**src/rtl/vb_pkg.sv**
```systemverilog
package vb_pkg;
  localparam int WORD_W   = 32;
  localparam int CNT_LSB  = 20;
  localparam int CNT_W    = 4;
  localparam int KIND_BIT = 31;

  // Field value zero encodes the maximum group size.
  function automatic logic [CNT_W:0] setup_count(input logic [WORD_W-1:0] w);
    logic [CNT_W-1:0] f;
    f = w[CNT_LSB +: CNT_W];
    return (f == '0) ? (CNT_W+1)'(1 << CNT_W) : {1'b0, f};
  endfunction
endpackage

```
**src/rtl/vb_fifo.sv**
```systemverilog
module vb_fifo #(
  parameter int W     = 32,
  parameter int DEPTH = 4,
  localparam int PW   = (DEPTH > 1) ? $clog2(DEPTH) : 1,
  localparam int CW   = $clog2(DEPTH + 1)
) (
  input  logic          clk,
  input  logic          rst_n,
  input  logic          push,
  input  logic [W-1:0]  din,
  input  logic          pop,
  output logic [W-1:0]  dout,
  output logic [CW-1:0] count
);
  logic [W-1:0]  store [DEPTH];
  logic [PW-1:0] wp, rp;

  assign dout = store[rp];

  always_ff @(posedge clk) begin
    if (!rst_n) begin
      wp    <= '0;
      rp    <= '0;
      count <= '0;
    end else begin
      if (push) wp <= (int'(wp) == DEPTH-1) ? '0 : wp + 1'b1;
      if (pop)  rp <= (int'(rp) == DEPTH-1) ? '0 : rp + 1'b1;
      case ({push, pop})
        2'b10:   count <= count + 1'b1;
        2'b01:   count <= count - 1'b1;
        default: count <= count;
      endcase
    end
  end

  always_ff @(posedge clk) begin
    if (push) store[wp] <= din;
  end
endmodule

```
**src/rtl/vb_ram.sv**
```systemverilog
module vb_ram #(
  parameter int AW = 6,
  parameter int W  = 32,
  localparam int DEPTH = 1 << AW
) (
  input  logic          clk,
  input  logic          we,
  input  logic [AW-1:0] waddr,
  input  logic [W-1:0]  wdata,
  input  logic          re,
  input  logic [AW-1:0] raddr,
  output logic [W-1:0]  rdata
);
  logic [W-1:0] cells [DEPTH];

  always_ff @(posedge clk) begin
    if (we) cells[waddr] <= wdata;
    if (re) rdata <= cells[raddr];
  end
endmodule

```
**src/rtl/vb_read_engine.sv**
```systemverilog
module vb_read_engine import vb_pkg::*; #(
  parameter int ADDR_W = 6,
  parameter int DEPTH  = 4,
  localparam int CW    = $clog2(DEPTH + 1)
) (
  input  logic              clk,
  input  logic              rst_n,
  input  logic              load,
  input  logic [ADDR_W-1:0] load_addr,
  input  logic [CNT_W:0]    load_cnt,
  input  logic [CW-1:0]     fifo_count,
  output logic              ram_re,
  output logic [ADDR_W-1:0] ram_addr,
  output logic              fill,
  output logic              active,
  output logic [CNT_W:0]    left
);
  localparam logic [CW:0] LIMIT = (CW+1)'(DEPTH);

  logic [ADDR_W-1:0] addr;
  logic              pend;
  logic              room;

  // Count the word still in flight from memory so the queue never overflows.
  assign room     = ({1'b0, fifo_count} + {{CW{1'b0}}, pend}) < LIMIT;
  assign ram_re   = active && (left != '0) && room;
  assign ram_addr = addr;
  assign fill     = pend;

  always_ff @(posedge clk) begin
    if (!rst_n) begin
      active <= 1'b0;
      left   <= '0;
      addr   <= '0;
      pend   <= 1'b0;
    end else begin
      pend <= ram_re;
      if (load) begin
        active <= 1'b1;
        left   <= load_cnt;
        addr   <= load_addr;
      end else if (ram_re) begin
        left <= left - 1'b1;
        addr <= addr + 1'b1;
      end
    end
  end
endmodule

```
**src/rtl/vtx_bridge.sv**
```systemverilog
module vtx_bridge import vb_pkg::*; #(
  parameter int ADDR_W     = 6,
  parameter int FIFO_DEPTH = 4
) (
  input  logic              clk,
  input  logic              rst_n,
  input  logic              wr_valid,
  output logic              wr_ready,
  input  logic              wr_is_setup,
  input  logic [WORD_W-1:0] wr_data,
  output logic              rd_valid,
  input  logic              rd_ready,
  output logic [WORD_W-1:0] rd_data
);
  localparam int CW = $clog2(FIFO_DEPTH + 1);

  // Outbound queue: setup flag travels beside each word.
  logic [CW-1:0]     wf_count;
  logic [WORD_W:0]   wf_head;
  logic              wf_push, wf_pop;
  logic              head_setup;
  logic [WORD_W-1:0] head_word;

  assign wr_ready   = (int'(wf_count) != FIFO_DEPTH);
  assign wf_push    = wr_valid && wr_ready;
  assign wf_pop     = (wf_count != '0);
  assign head_setup = wf_head[WORD_W];
  assign head_word  = wf_head[WORD_W-1:0];

  vb_fifo #(.W(WORD_W+1), .DEPTH(FIFO_DEPTH)) u_wq (
    .clk(clk), .rst_n(rst_n),
    .push(wf_push), .din({wr_is_setup, wr_data}),
    .pop(wf_pop), .dout(wf_head), .count(wf_count)
  );

  // Far end of the outbound queue: setups take effect as they leave.
  logic              rd_load, ws_load, data_out;
  logic              ws_valid;
  logic [ADDR_W-1:0] ws_addr;
  logic              ram_we;

  assign rd_load  = wf_pop && head_setup &&  head_word[KIND_BIT];
  assign ws_load  = wf_pop && head_setup && !head_word[KIND_BIT];
  assign data_out = wf_pop && !head_setup;
  assign ram_we   = data_out && ws_valid;

  always_ff @(posedge clk) begin
    if (!rst_n) begin
      ws_valid <= 1'b0;
      ws_addr  <= '0;
    end else if (ws_load) begin
      ws_valid <= 1'b1;
      ws_addr  <= head_word[ADDR_W-1:0];
    end else if (ram_we) begin
      ws_addr  <= ws_addr + 1'b1;
    end
  end

  // Read engine and memory.
  logic              eng_re, eng_fill, eng_active;
  logic [ADDR_W-1:0] eng_addr;
  logic [CNT_W:0]    eng_left;
  logic [WORD_W-1:0] ram_q;
  logic [CW-1:0]     rf_count;
  logic              rf_pop;

  vb_read_engine #(.ADDR_W(ADDR_W), .DEPTH(FIFO_DEPTH)) u_eng (
    .clk(clk), .rst_n(rst_n),
    .load(rd_load), .load_addr(head_word[ADDR_W-1:0]),
    .load_cnt(setup_count(head_word)), .fifo_count(rf_count),
    .ram_re(eng_re), .ram_addr(eng_addr), .fill(eng_fill),
    .active(eng_active), .left(eng_left)
  );

  vb_ram #(.AW(ADDR_W), .W(WORD_W)) u_mem (
    .clk(clk),
    .we(ram_we), .waddr(ws_addr), .wdata(head_word),
    .re(eng_re), .raddr(eng_addr), .rdata(ram_q)
  );

  // Inbound queue towards the processor.
  assign rd_valid = (rf_count != '0);
  assign rf_pop   = rd_valid && rd_ready;

  vb_fifo #(.W(WORD_W), .DEPTH(FIFO_DEPTH)) u_rq (
    .clk(clk), .rst_n(rst_n),
    .push(eng_fill), .din(ram_q),
    .pop(rf_pop), .dout(rd_data), .count(rf_count)
  );
endmodule

```
**config.mk**
```make
export PLATFORM = sky130hd
export DESIGN_NAME = vtx_bridge
export DESIGN_NICKNAME = d
export VERILOG_FILES = /design/src/rtl/vb_pkg.sv /design/src/rtl/vb_fifo.sv /design/src/rtl/vb_ram.sv /design/src/rtl/vb_read_engine.sv /design/src/rtl/vtx_bridge.sv
export SDC_FILE = /design/constraint.sdc
export NUM_CORES = 2
export LEC_CHECK = 0
export BUFFER_PORTS_ARGS = -buffer_cell sky130_fd_sc_hd__buf_2
export CAP_MARGIN = 20
export CORE_MARGIN = 2
export CORE_UTILIZATION = 30
export CTS_CLUSTER_SIZE = 40
export DETAILED_ROUTE_END_ITERATION = 10
export PLACE_DENSITY = 0.54
export SYNTH_ARGS = -nofsm -noshare
export SYNTH_HDL_FRONTEND = slang
export SYNTH_SLANG_ARGS = --single-unit
export TNS_END_PERCENT = 30
```
**constraint.sdc**
```tcl
create_clock -name clk -period 6.65 [get_ports clk]
set_input_delay 0.665 -clock clk [delete_from_list [all_inputs] [get_ports clk]]
set_output_delay 0.665 -clock clk [all_outputs]
set_load 0.01 [all_outputs]
```
# After elaboration in Yosys (flattened, before gate mapping)
# Memory sizes are Yosys's and may differ from the RTL's. A register that Yosys moved wholly into a read port is not among the register bits.
# Index checks and enable logic that the tools add are counted.
# Widths: inputs -> output; s select.
# word_totals
mem_bits_rw	2308
input_bits	37
memories	3
elab_cells	79
reg_bits	34
# memory_table
memory	words	word_bits	read_ports	rd_ports_with_merged_regs	write_ports	line_no	rtl
u_mem.cells	64	32	1	1	1	vb_ram.sv:14	logic [W-1:0] cells [DEPTH];
u_wq.store	4	33	1	1	1	vb_fifo.sv:15	logic [W-1:0] store [DEPTH];
u_rq.store	4	32	1	1	1	vb_fifo.sv:15	
# classes
n_reduce_logical	19
n_mux	23
magnitude_cmp	1
n_addsub	12
n_eq_ne	9
# op_table
cell	n
$mux 6	4
$mux 2	8
$mux 5	3
$add 6x1->6 const B	2
$eq 2x1->1 const B	6
$pmux 3 s2	2
$logic_and 1x1->1	9
$add 2x1->2 const B	4
$reduce_bool 2->1	4
$add 3x1->3 const B	2
$mux 1	6
$reduce_bool 3->1	2
$sub 3x1->3 const B	2
$reduce_bool 5->1	1
$sub 5x1->5 const B	1
$add 3x1->4	1
$eq 2x2->1 const B	2
$logic_not 4->1	1
$lt 4x3->1 const B	1
$ne 3x3->1 const B	1
$logic_not 1->1	2

# Depth between registers and ports, before layout
# depth
depth_word	5
mapped_depth	11
ltp_nobuf	9

# By module
# From an unflattened synthesis, not the netlist that was laid out.
# hier_totals
hier_cells	3877
hier_area_um2	90352.9
# modules_own_cells
module	seq_area_each_um2	cells_per_inst	instances	area_per_inst_um2
vb_ram	62459.9	3324	1	78835.6
vb_fifo (u_wq)	4144.0	214	1	5248.8
vb_fifo (u_rq)	4023.9	208	1	5098.6
vb_read_engine	260.2	75	1	686.9
vtx_bridge	140.1	56	1	483.0

# Least setup slack after synthesis
# Ideal clock, no wire load.
# synth_timing
kind	register to register
start	register with a tool-made name
end	memory u_mem.cells[59][0], enable pin
t_arrival_ns	3.072
n_path_buf	2
setup_slack_ns	3.156
required_ns	6.229
setup_time_ns	0.421
period_less_slack_ns	3.494
stages_incl_launch_ff	7
cell_sequence	dfxtp_1 -> buf_2 -> mux4_2 -> nor2_1 -> buf_2 -> nand4_1 -> nor2_1
# synth_rtl
item	line_no
end, declared	vb_ram.sv:14

==> metrics.csv <==
stage,metric,value,unit
yosys,most common cell in the netlist,edfxtp_1,
sta,total negative setup slack,0,ns
die,Ports,71,
sta,# setup viols final,0,
detailed_routing,wire per inst,30.0,um
power_and_ir_drop,part of the power in registers,44.7,%
global_route,vias in the first global route,44200,
clocking,CTS tree,built,
run,max-cap viol count,0,
global_route,largest net degree at the start of global routing,98,
yosys,largest cells by area after synthesis,"edfxtp_1 (77%), mux4_2 (11%), mux2i_1 (3.5%)",
die,die span in x,554,um
yosys,Post-synth top flop,edfxtp_1,
detailed_routing,via count,44500,
clocking,clk slew on worst S/H paths,0.06,ns
clocking,CTS max path bufs,3,
worst_hold_path,critical hold path startpoint,wr_data[6],
detailed_routing,drt total wl,259000,um
die,die footprint,0.307,mm^2
worst_setup_path,Reg2Reg Depth,6,
die,Rows,201,
power_and_ir_drop,Switching Fraction,32.7,%
detailed_routing,initial drt markers,5370,
clocking,post-CTS setup buffers,0,
yosys,"Seq/Total Area, Yosys",78.3,%
placement,Port Buf Inserts,70,
yosys,YS warnings,0,
sta,Final Max Slew Viols,0,
detailed_routing,First-pass DRT Iterations,6,
placement,Detail Placement HPWL,157000,um
worst_hold_path,Hold WC Path Type,in2reg,
finish,share of cells above drive strength 1,23.6,%
die,Core Region,0.301,mm^2
worst_hold_path,hold path cells,1,
sta,crit path time final,4.53,ns
yosys,Mapped Nets,4262,
die,chip height,554,um
global_route,Overflow after GRT,0,
detailed_routing,Post-route DRC,0,
detailed_routing,number of vias per cell,5.16,
yosys,Yosys cell types,68,
worst_setup_path,FF-to-FF End,u_mem.cells[57][22]$_DFFE_PP_,
sta,Worst-Margin Slew,1.10,ns
worst_setup_path,worst-path fanout max,33,
sta,Final Hold Viols,0,
yosys,Synth Register Bits,2378,
power_and_ir_drop,Pint,0.0294,W
worst_setup_path,end point of the critical path,u_mem.cells[57][22]$_DFFE_PP_,
power_and_ir_drop,Comb power frac,26.6,%
yosys,Post-synth top cells,"edfxtp_1 (2340), mux4_2 (438), mux2i_1 (316)",
global_route,GRT Util Overall,16.6,%
finish,Layout area overhead,15.1,%
yosys,post-synthesis async set-or-reset flop share,0,%
worst_setup_path,crit path capture type,flip-flop,
worst_setup_path,R2R Setup Slk,2.12,ns
clocking,Root Driver,clkbuf_16,
power_and_ir_drop,clock share of power,28.7,%
yosys,Syn Std Cell Area,0.0908,mm^2
worst_setup_path,crit start category,flip-flop,
power_and_ir_drop,Worst IR Drop VDD,0.328,mV
sta,RSZ-0062 raised after global routing,no,
finish,post-layout net count,4530,
clocking,Num CTS Buffers,228,
worst_setup_path,CP required,7.23,ns
clocking,# clock sinks,2378,
yosys,Cells after Synth,4209,
yosys,share of the synthesized area in the top cell type,77.4,%
sta,crit share post-route,68.1,%
power_and_ir_drop,Sw Pwr,0.0143,W
clocking,H-tree Lvls,4,
power_and_ir_drop,Leak,31.1,nW
die,Starting Density,30.2,%
outcome,outcome,finished clean,
sta,slew margin rel.,24.4,%
yosys,Syn Area/Cell,21.6,um^2
yosys,Yosys top cell by area,edfxtp_1,
global_route,initial antenna violation count,18,
detailed_routing,Final ANT Viol Nets,0,
sta,Clock Skews,0.0619,ns
worst_setup_path,Worst Path Arrival,5.10,ns
global_route,first-pass GRT wire length,359000,um
clocking,Worst-Skew Late Latency,0.89,ns
placement,routability cong.,0.857,
power_and_ir_drop,Pwr Total,0.0437,W
power_and_ir_drop,Pwr Density,418,mW/mm^2
worst_setup_path,worst setup path class,reg2reg,
sta,fmax,221,MHz
yosys,Post-synth EDFFs,2340,
-- sequential cells by signal, summed over array words and instances, names as in the netlist, 2 cells and up, named ones only --
signal          flops
u_rq.rp             2
u_rq.store        128
u_eng.ram_addr      6
u_wq.wp             2
u_wq.rp             2
u_rq.count          3
u_mem.rdata        32
u_mem.cells      2048
u_wq.store        132
u_rq.wp             2
u_eng.left          5
u_wq.count          3
ws_addr             6
-- stage by stage --
stage / setup WS [ns] / hold slack, ns / cell area (um^2) / instances / util [%]
3_5_place_dp: 2.13 / 0.460 / 96800 / 8163 / 32.2
4_1_cts: 2.12 / 0.0159 / 104000 / 8609 / 34.7
2_1_floorplan: 3.16 / 0.432 / 90800 / 4209 / -
5_1_grt: 1.96 / 0.0422 / 104000 / 8621 / 34.8
6_report: 2.12 / 0.0717 / 104000 / 8628 / 34.8
3_3_place_gp: 2.03 / 0.447 / 96400 / 8142 / 32.1
-- how the worst min path moves through the flow --
| stage | endpoint | slack [ns] |
|---|---|---|
| floorplan | u_eng.active$_SDFFE_PN0P_ | 0.43 |
| global placement | u_eng.active$_SDFFE_PN0P_ | 0.45 |
| detailed placement | flip-flop | 0.46 |
| CTS | u_wq.store[3][31]$_DFFE_PP_ | 0.02 |
| global route | u_wq.store[3][31]$_DFFE_PP_ | 0.04 |
| finish | u_wq.store[2][6]$_DFFE_PP_ | 0.07 |
-- cell families (layout without fill, tap and decap cells) --
kind of cell / after synthesis / after routing / share of synthesized area [%]
other: 0 / 7 / 0
AO/OA/AOI/OAI: 464 / 464 / 3.66
adder cells (fa/ha/maj): 16 / 16 / 0.237
flip-flops: 2378 / 2378 / 78.3
multiplexers: 761 / 761 / 14.4
AND/OR/NAND/NOR: 321 / 321 / 1.66
buffers and inverters: 257 / 711 / 1.63
XOR/XNOR: 12 / 12 / 0.116
-- cell type report --
class | count | area (um^2)
multi-input cells | 1574 | 18800
inverters | 18 | 67.6
diodes | 7 | 17.5
repair buffers | 277 | 2460
clock buffers | 287 | 5970
fillers | 27500 | 196000
well taps | 3958 | 4950
clock inverters | 129 | 1160
flip-flops and latches | 2378 | 71000
-- power groups by stage --
| stage | Clock (W) | Combinational [W] | Sequential (W) |
|---|---|---|---|
| CTS | 0.0128 | 0.0118 | 0.0195 |
| global route | 0.0133 | 0.0121 | 0.0195 |
| global placement | 0 | 0.0116 | 0.0198 |
| detailed placement | 0 | 0.0118 | 0.0198 |
| floorplan | 0 | 0.00644 | 0.0194 |
| finish | 0.0125 | 0.0116 | 0.0195 |
-- critical path, stage by stage, from the launching register on --
cell and delay [ns]:
dfxtp_2 0.31, buf_4 0.43, mux4_2 0.51, nor2_1 0.77, nand4_1 0.84, nor2_4 1.03
buf_4 0.31
-- cells in the final DEF (no fill, tap or decap), types with 60 or more instances in the layout --
master     netlist  layout
buf_4           51     137
clkinv_1         1      60
nand2_1         88      88
o221ai_1        62      62
mux4_2         438     437
nor2_4           0      64
clkbuf_16        0     230
a22oi_1         74      74
a21oi_1        108     108
buf_2           63      71
edfxtp_1      2340    2340
mux2i_1        316     316
-- repair_timing --
| action | 4_1_cts | 5_1_grt |
|---|---|---|
| gates resized for setup | 0 | 0 |
| hold endpoints to repair | 120 | 0 |
| hold buffers | 30 | 0 |
-- layer usage --
metal	global-route usage [%]	up-vias	wire length (um)
met2	27.6	1850	129000
met5	0	-	29
met1	21.7	24100	104000
met3	2.89	338	17700
li1	-	18300	-
met4	5.87	4	9110
No activity file was read; power rests on OpenSTA's default activity.
